`config.mk`:
```
export PLATFORM = sky130hd
export DESIGN_NAME = sdram_cmd_tracker
export DESIGN_NICKNAME = d
export VERILOG_FILES = /design/src/rtl/sdram_cmd_tracker.sv
export SDC_FILE = /design/constraint.sdc
export NUM_CORES = 1
export LEC_CHECK = 0
export ABC_CLOCK_PERIOD_IN_PS = 6100
export CORE_UTILIZATION = 45
export DETAILED_ROUTE_END_ITERATION = 12
export GPL_ROUTABILITY_DRIVEN = 0
export PLACE_DENSITY_LB_ADDON = 0.15
export SYNTH_ARGS = -nofsm -noshare
export SYNTH_HDL_FRONTEND = slang
export SYNTH_SLANG_ARGS = --single-unit
```
`constraint.sdc`:
```
create_clock -name clk -period 6.1 [get_ports clk]
set_input_delay 0.61 -clock clk [delete_from_list [all_inputs] [get_ports clk]]
set_output_delay 0.61 -clock clk [all_outputs]
set_load 0.01 [all_outputs]
```
`src/rtl/sdram_cmd_tracker.sv`:
```
module sdram_cmd_tracker #(
  parameter int ADDR_W = 12,
  parameter int BANKS  = 4
) (
  input  logic              clk,
  input  logic              rst_n,
  input  logic              cke,
  input  logic              cs_n,
  input  logic              ras_n,
  input  logic              cas_n,
  input  logic              we_n,
  input  logic [1:0]        ba,
  input  logic [ADDR_W-1:0] addr,
  output logic [BANKS-1:0]  bank_active,
  output logic [ADDR_W-1:0] row_addr,
  output logic [8:0]        col_addr,
  output logic              auto_pre,
  output logic [1:0]        mrs_sel,
  output logic [ADDR_W-1:0] mrs_op,
  output logic              cmd_act,
  output logic              cmd_pre,
  output logic              cmd_rd,
  output logic              cmd_wr,
  output logic              cmd_mrs,
  output logic              illegal,
  output logic              pdn
);
  localparam int AP_BIT = 8;

  logic sel, is_act, is_pre, is_rd, is_wr, is_mrs, tgt_on;

  assign sel    = ~cs_n;
  assign is_act = sel & ~ras_n &  cas_n &  we_n;
  assign is_pre = sel & ~ras_n &  cas_n & ~we_n;
  assign is_rd  = sel &  ras_n & ~cas_n &  we_n;
  assign is_wr  = sel &  ras_n & ~cas_n & ~we_n;
  assign is_mrs = sel & ~ras_n & ~cas_n & ~we_n;
  assign tgt_on = bank_active[ba];

  always_ff @(posedge clk or negedge rst_n) begin
    if (!rst_n) begin
      bank_active <= '0;
      row_addr    <= '0;
      col_addr    <= '0;
      auto_pre    <= 1'b0;
      mrs_sel     <= '0;
      mrs_op      <= '0;
      cmd_act     <= 1'b0;
      cmd_pre     <= 1'b0;
      cmd_rd      <= 1'b0;
      cmd_wr      <= 1'b0;
      cmd_mrs     <= 1'b0;
      illegal     <= 1'b0;
      pdn         <= 1'b0;
    end else begin
      pdn <= ~cke & ~|bank_active;
      if (cke) begin
        cmd_act <= 1'b0;
        cmd_pre <= 1'b0;
        cmd_rd  <= 1'b0;
        cmd_wr  <= 1'b0;
        cmd_mrs <= 1'b0;
        illegal <= 1'b0;
        if (is_act) begin
          if (tgt_on) illegal <= 1'b1;
          else begin
            bank_active[ba] <= 1'b1;
            row_addr        <= addr;
            cmd_act         <= 1'b1;
          end
        end else if (is_pre) begin
          cmd_pre <= 1'b1;
          if (addr[AP_BIT]) bank_active <= '0;
          else bank_active[ba] <= 1'b0;
        end else if (is_rd || is_wr) begin
          if (!tgt_on) illegal <= 1'b1;
          else begin
            cmd_rd   <= is_rd;
            cmd_wr   <= is_wr;
            col_addr <= {addr[9], addr[7:0]};
            auto_pre <= addr[AP_BIT];
            if (addr[AP_BIT]) bank_active[ba] <= 1'b0;
          end
        end else if (is_mrs) begin
          cmd_mrs <= 1'b1;
          mrs_sel <= ba;
          mrs_op  <= addr;
        end
      end
    end
  end

  a_r1_deselect: assert property (@(posedge clk) disable iff (!rst_n)
    (cke && cs_n) |=> !(cmd_act | cmd_pre | cmd_rd | cmd_wr | cmd_mrs | illegal) && $stable(bank_active));

  a_r2_activate: assert property (@(posedge clk) disable iff (!rst_n)
    (cke && is_act && !tgt_on) |=> cmd_act && row_addr == $past(addr) && bank_active[$past(ba)]);

  a_r3_pre_all: assert property (@(posedge clk) disable iff (!rst_n)
    (cke && is_pre && addr[AP_BIT]) |=> bank_active == '0 && cmd_pre);

  a_r5_autopre: assert property (@(posedge clk) disable iff (!rst_n)
    (cke && (is_rd || is_wr) && tgt_on && addr[AP_BIT]) |=> auto_pre && !bank_active[$past(ba)]);

  a_r7_busy_act: assert property (@(posedge clk) disable iff (!rst_n)
    (cke && is_act && tgt_on) |=> illegal && !cmd_act && $stable(row_addr) && $stable(bank_active));

  a_r7_onehot: assert property (@(posedge clk) disable iff (!rst_n)
    $onehot0({cmd_act, cmd_pre, cmd_rd, cmd_wr, cmd_mrs, illegal}));

  a_r8_freeze: assert property (@(posedge clk) disable iff (!rst_n)
    !cke |=> $stable(bank_active) && $stable(row_addr) && $stable(col_addr) && $stable(cmd_act));

  a_r9_pdn: assert property (@(posedge clk) disable iff (!rst_n)
    (!cke && bank_active == '0) |=> pdn);
endmodule

```
# Yosys cells after proc, flatten, opt, wreduce, memory -nomap -nowiden
# Cells that the tools add are included.
[word_totals]
input_bits = 21
regBits = 47
wordCells = 81
[classes]
n_lt_le_gt_ge = 2
reduce_logical = 11
bitwise_logic = 23
mux = 31
eq_ne = 1
[op_table]
columns = ["operator", "n"]
rows = [
  ["2-to-1 mux 4 bit", 7],
  ["2-to-1 mux 1 bit", 22],
  ["AND reduction 5 bit", 3],
  ["bitwise AND 1 bit", 11],
  ["NOT 1 bit", 9],
  ["nonzero test 3 bit", 3],
  ["bitwise AND 4 bit", 1],
  ["NOT 4 bit", 1],
  ["OR 4 bit", 1],
  ["OR reduction 4 bit", 1],
  ["less-than comparator 2 x 3 -> 1 bit, second input constant", 1],
  ["AND reduction 3 bit", 1],
  ["binary-select mux 1 bit (select 2 bit)", 1],
  ["demux 1 bit (select 2 bit)", 1],
  ["greater-or-equal comparator 2 x 1 -> 1 bit, second input constant", 1],
  ["!= test 2 bit, second input constant", 1],
  ["logical AND 1 bit", 1],
  ["logical NOT 1 bit", 1],
  ["logical OR 1 bit", 1],
]

# Longest topological paths before layout
[depth]
ltp_word = 11
mapped_depth = 6
depth_no_buf = 4

# Worst setup path before layout
# OpenSTA, ideal clock, no wires.
[synth_timing]
path_type = "input to register"
from = "input ba[0]"
to = "register row_addr[0]"
path_stages = 5
setup_slack_ns = 3.824
required_time_ns = 5.975
n_path_buf = 2
t_arrival_ns = 2.151
path_cell_list = "buf_6 mux4_2 nor4b_4 buf_8 mux2_4"
[synth_between]
elab_chain_cells = 4
[synth_rtl]
columns = ["item", "line_no", "rtl"]
rows = [
  ["from (decl)", "12", "input logic [1:0] ba,"],
  ["binary-select mux 1 bit (select 2 bit)", "38", "assign tgt_on = bank_active[ba];"],
  ["2-to-1 mux 1 bit (not written as such)", "38", ""],
  ["NOT 1 bit (no line)", "n/a", ""],
  ["AND reduction 3 bit (no line)", "n/a", ""],
  ["to (signal assigned)", "68", "row_addr <= addr;"],
  ["to (decl)", "15", "output logic [ADDR_W-1:0] row_addr,"],
]
# Every way passes these cells. The select of a mux whose other input is x is not followed.
# A chain may end at the register's enable or synchronous reset.

# Worst setup path in the final report
[layout_timing]
from = "input ba[0]"
to = "register row_addr[7]"
# The elaborated chain is that of the path after synthesis.

==> results.json <==
{
  "syn_area_um2": 1960,
  "drv_slew": 0,
  "antenna_found_initial": 0,
  "cp_data_arrival_time_ps": 3130,
  "grt_pass1_wl_um": 6430,
  "avgSynthCellArea_um2": 15.2,
  "cts_buffers": 5,
  "regToRegStartpoint": "bank_active[3]",
  "core_area_um2": 4090,
  "ant_nets": 0,
  "rows": 23,
  "r2r_cells": 4,
  "worstMarginPinSlew_ps": 1060,
  "crit_buf_inv": 2,
  "yosys-top-cells-count": "dfrtp_1 (47), mux2_2 (26), mux2_4 (9), inv_1 (4), nand2_1 (4)",
  "r2r_slack_ps": 3730,
  "drtPass1Iterations": 6,
  "crit_path_top_delay_cell": "clkdlybuf4s50_1",
  "path_clk_slew_ps": 80,
  "synth_cell_types": 30,
  "regToRegEndpoint": "row_addr[7]",
  "die_x_um": 68.0,
  "hold_viol": 0,
  "fmax_mhz": 339,
  "cpLargestDelayFamily": "buffers and inverters",
  "synth_nets": 150,
  "layoutNonFillerInstCount": 250,
  "finalNetCount": 220,
  "min_period_over_period_pct": 48.3,
  "finalWirelength_um": 4260,
  "ys.flop_type": "dfrtp_1",
  "synth-seq-area-share_pct": 60.0,
  "dieArea_um2": 4620,
  "cp.required_ps": 6290,
  "dp_hpwl_um": 3010,
  "cts_tree": "done",
  "slowest_delay_ps": 650,
  "synth_edf_count": 0,
  "start_kind": "input pin",
  "synth_top_cell_area_share_pct": 60.0,
  "end_kind": "register",
  "vias": 1308,
  "htreeDepth": 2,
  "layout_setup_ws_ps": 3150,
  "avgViaCountPerCell": 5.23,
  "ctsResizeCount": 0,
  "rsz0062_at_grt": "no",
  "fin_crit_ps": 2950,
  "drt_iter0_drc": 58,
  "gr-usage-all-layers_pct": 19.8,
  "dp_slack_ps": 2840,
  "peakVddDrop_v": 0.000178,
  "ys_top_cells_by_area": "dfrtp_1 (60%), mux2_2 (15%), mux2_4 (6.9%)",
  "io_pins": 68,
  "postLayoutCoreUtil_pct": 68.4,
  "syn_inst": 129,
  "timing.slew.headroom_pct": 28.7,
  "hold_path.class": "in2async",
  "cts_root_buf": "clkbuf_8",
  "cellLeakagePower_nw": 1.20,
  "dp_cells": 242,
  "synth_seq_cells": 47,
  "cts.sinks": 47,
  "port_buffers": 67,
  "die_h_um": 68.0,
  "cellPowerDensity_nw_per_um2": 306,
  "synthMostInstantiatedCell": "dfrtp_1",
  "grt-ovfl-total": 0,
  "async_flop_share_pct": 100,
  "critical_path_class": "in2reg",
  "skew_ps": 4.45,
  "drc": 0,
  "setup_tns_ps": 0,
  "yosysWarningCount": 0,
  "setup_viol": 0,
  "grt_pass1_vias": 1307,
  "wire_per_inst_um": 17.0,
  "grt_max_degree": 48,
  "n_antenna_cell": 0,
  "status": "complete, no violations",
  "max-cap-violations": 0,
  "drive_above_1_share_pct": 24.0,
  "syn_to_final_growth_pct": 42.6,
  "hold_buffers": 0,
  "worstPathCellList": "clkdlybuf4s50_1 > mux4_2 > nor4b_4 > buf_4 > mux2_4",
  "start_util_pct": 48.0,
  "yosysTopAreaCell": "dfrtp_1",
  "path_max_fanout": 11,
  "insertion_delay_ps": 290,
  "post_cts_buffers": 0,
  "clk_path_buf_depth": 2
}
## sequential cells by signal (all words and copies together) (netlist names)
signal	count
cmd_wr	1
pdn	1
col_addr	9
mrs_sel	2
cmd_mrs	1
illegal	1
cmd_act	1
cmd_pre	1
mrs_op	12
auto_pre	1
cmd_rd	1
bank_active	4
row_addr	12
## area by class of cell
type                            instances  area, µm²
Sequential cell                        47       1180
Fill cell                             319       1290
Multi-Input combinational cell         73        737
Clock buffer                            6       72.6
Inverter                                4       15.0
Timing Repair Buffer                   68        673
Tap cell                               50       62.6
Clock inverter                          2       60.1
## report_power, final
group / leakage (nW) / internal, mW / switching [mW] / total [mW]
combinational: 0.551 / 0.133 / 0.0748 / 0.207
sequential: 0.585 / 0.360 / 0.0261 / 0.386
clock: 0.0654 / 0.164 / 0.100 / 0.264
## stage by stage
| stage | cell area (µm²) | power [mW] | hold WS, ps |
|---|---|---|---|
| after floorplan | 1960 | 0.468 | 314 |
| after global placement | 2660 | 0.594 | 467 |
| after detailed placement | 2660 | 0.601 | 471 |
| after CTS | 2800 | 0.869 | 492 |
| after global routing | 2800 | 0.898 | 508 |
| final | 2800 | 0.857 | 483 |
## cell families (layout without fill, tap and decap cells)
family                 count (synthesis)  count (layout)  share of synthesized area [%]
buffers and inverters                  9              80                           2.87
and+or+nand+nor                       23              23                           8.36
muxes                                 36              36                           23.0
DFF                                   47              47                           60.0
AOI/OAI and AO/OA                     14              14                           5.81
## how the worst max path moves through the flow
stage                      from     endpoint  slack, ps  cells after the start
after floorplan           ba[0]  row_addr[0]       3820                      5
after global placement    ba[0]  row_addr[8]       2910                      5
after detailed placement  ba[0]  row_addr[7]       2840                      5
after CTS                 ba[0]  row_addr[7]       3160                      5
after global routing      ba[0]  row_addr[2]       3050                      5
final                     ba[0]  row_addr[7]       3150                      5
## cell usage in the layout, fill, tap and decap left out, types with 2 or more instances in the layout
cell type	synthesis	routed
nand3_1	2	2
nor2_1	3	3
clkbuf_8	0	5
nand2b_1	2	2
and3b_1	2	2
o2bb2ai_1	2	2
dfrtp_1	47	47
clkdlybuf4s50_1	0	66
a221o_1	2	2
a21o_1	2	2
nor3b_1	2	2
nand2_1	4	4
mux2_2	26	26
inv_1	4	4
mux2_4	9	9
and3_1	3	3
a211o_1	2	2
bufinv_16	0	2
## layer usage
layer / part of all wire, % / track usage [%] / vias to the layer above
met5: 0 / 0 / -
met4: 1.3 / 9.64 / 0
met3: 5.0 / 4.33 / 6
met2: 50 / 31.4 / 44
met1: 43 / 25.7 / 655
li1: - / - / 603
## worst register-to-register path, stage by stage (launching register included)
cell and delay, ps:
dfrtp_1 440, mux4_2 550, nor4b_4 650, buf_4 300
mux2_4 310
(Power assumes the default switching activity.)
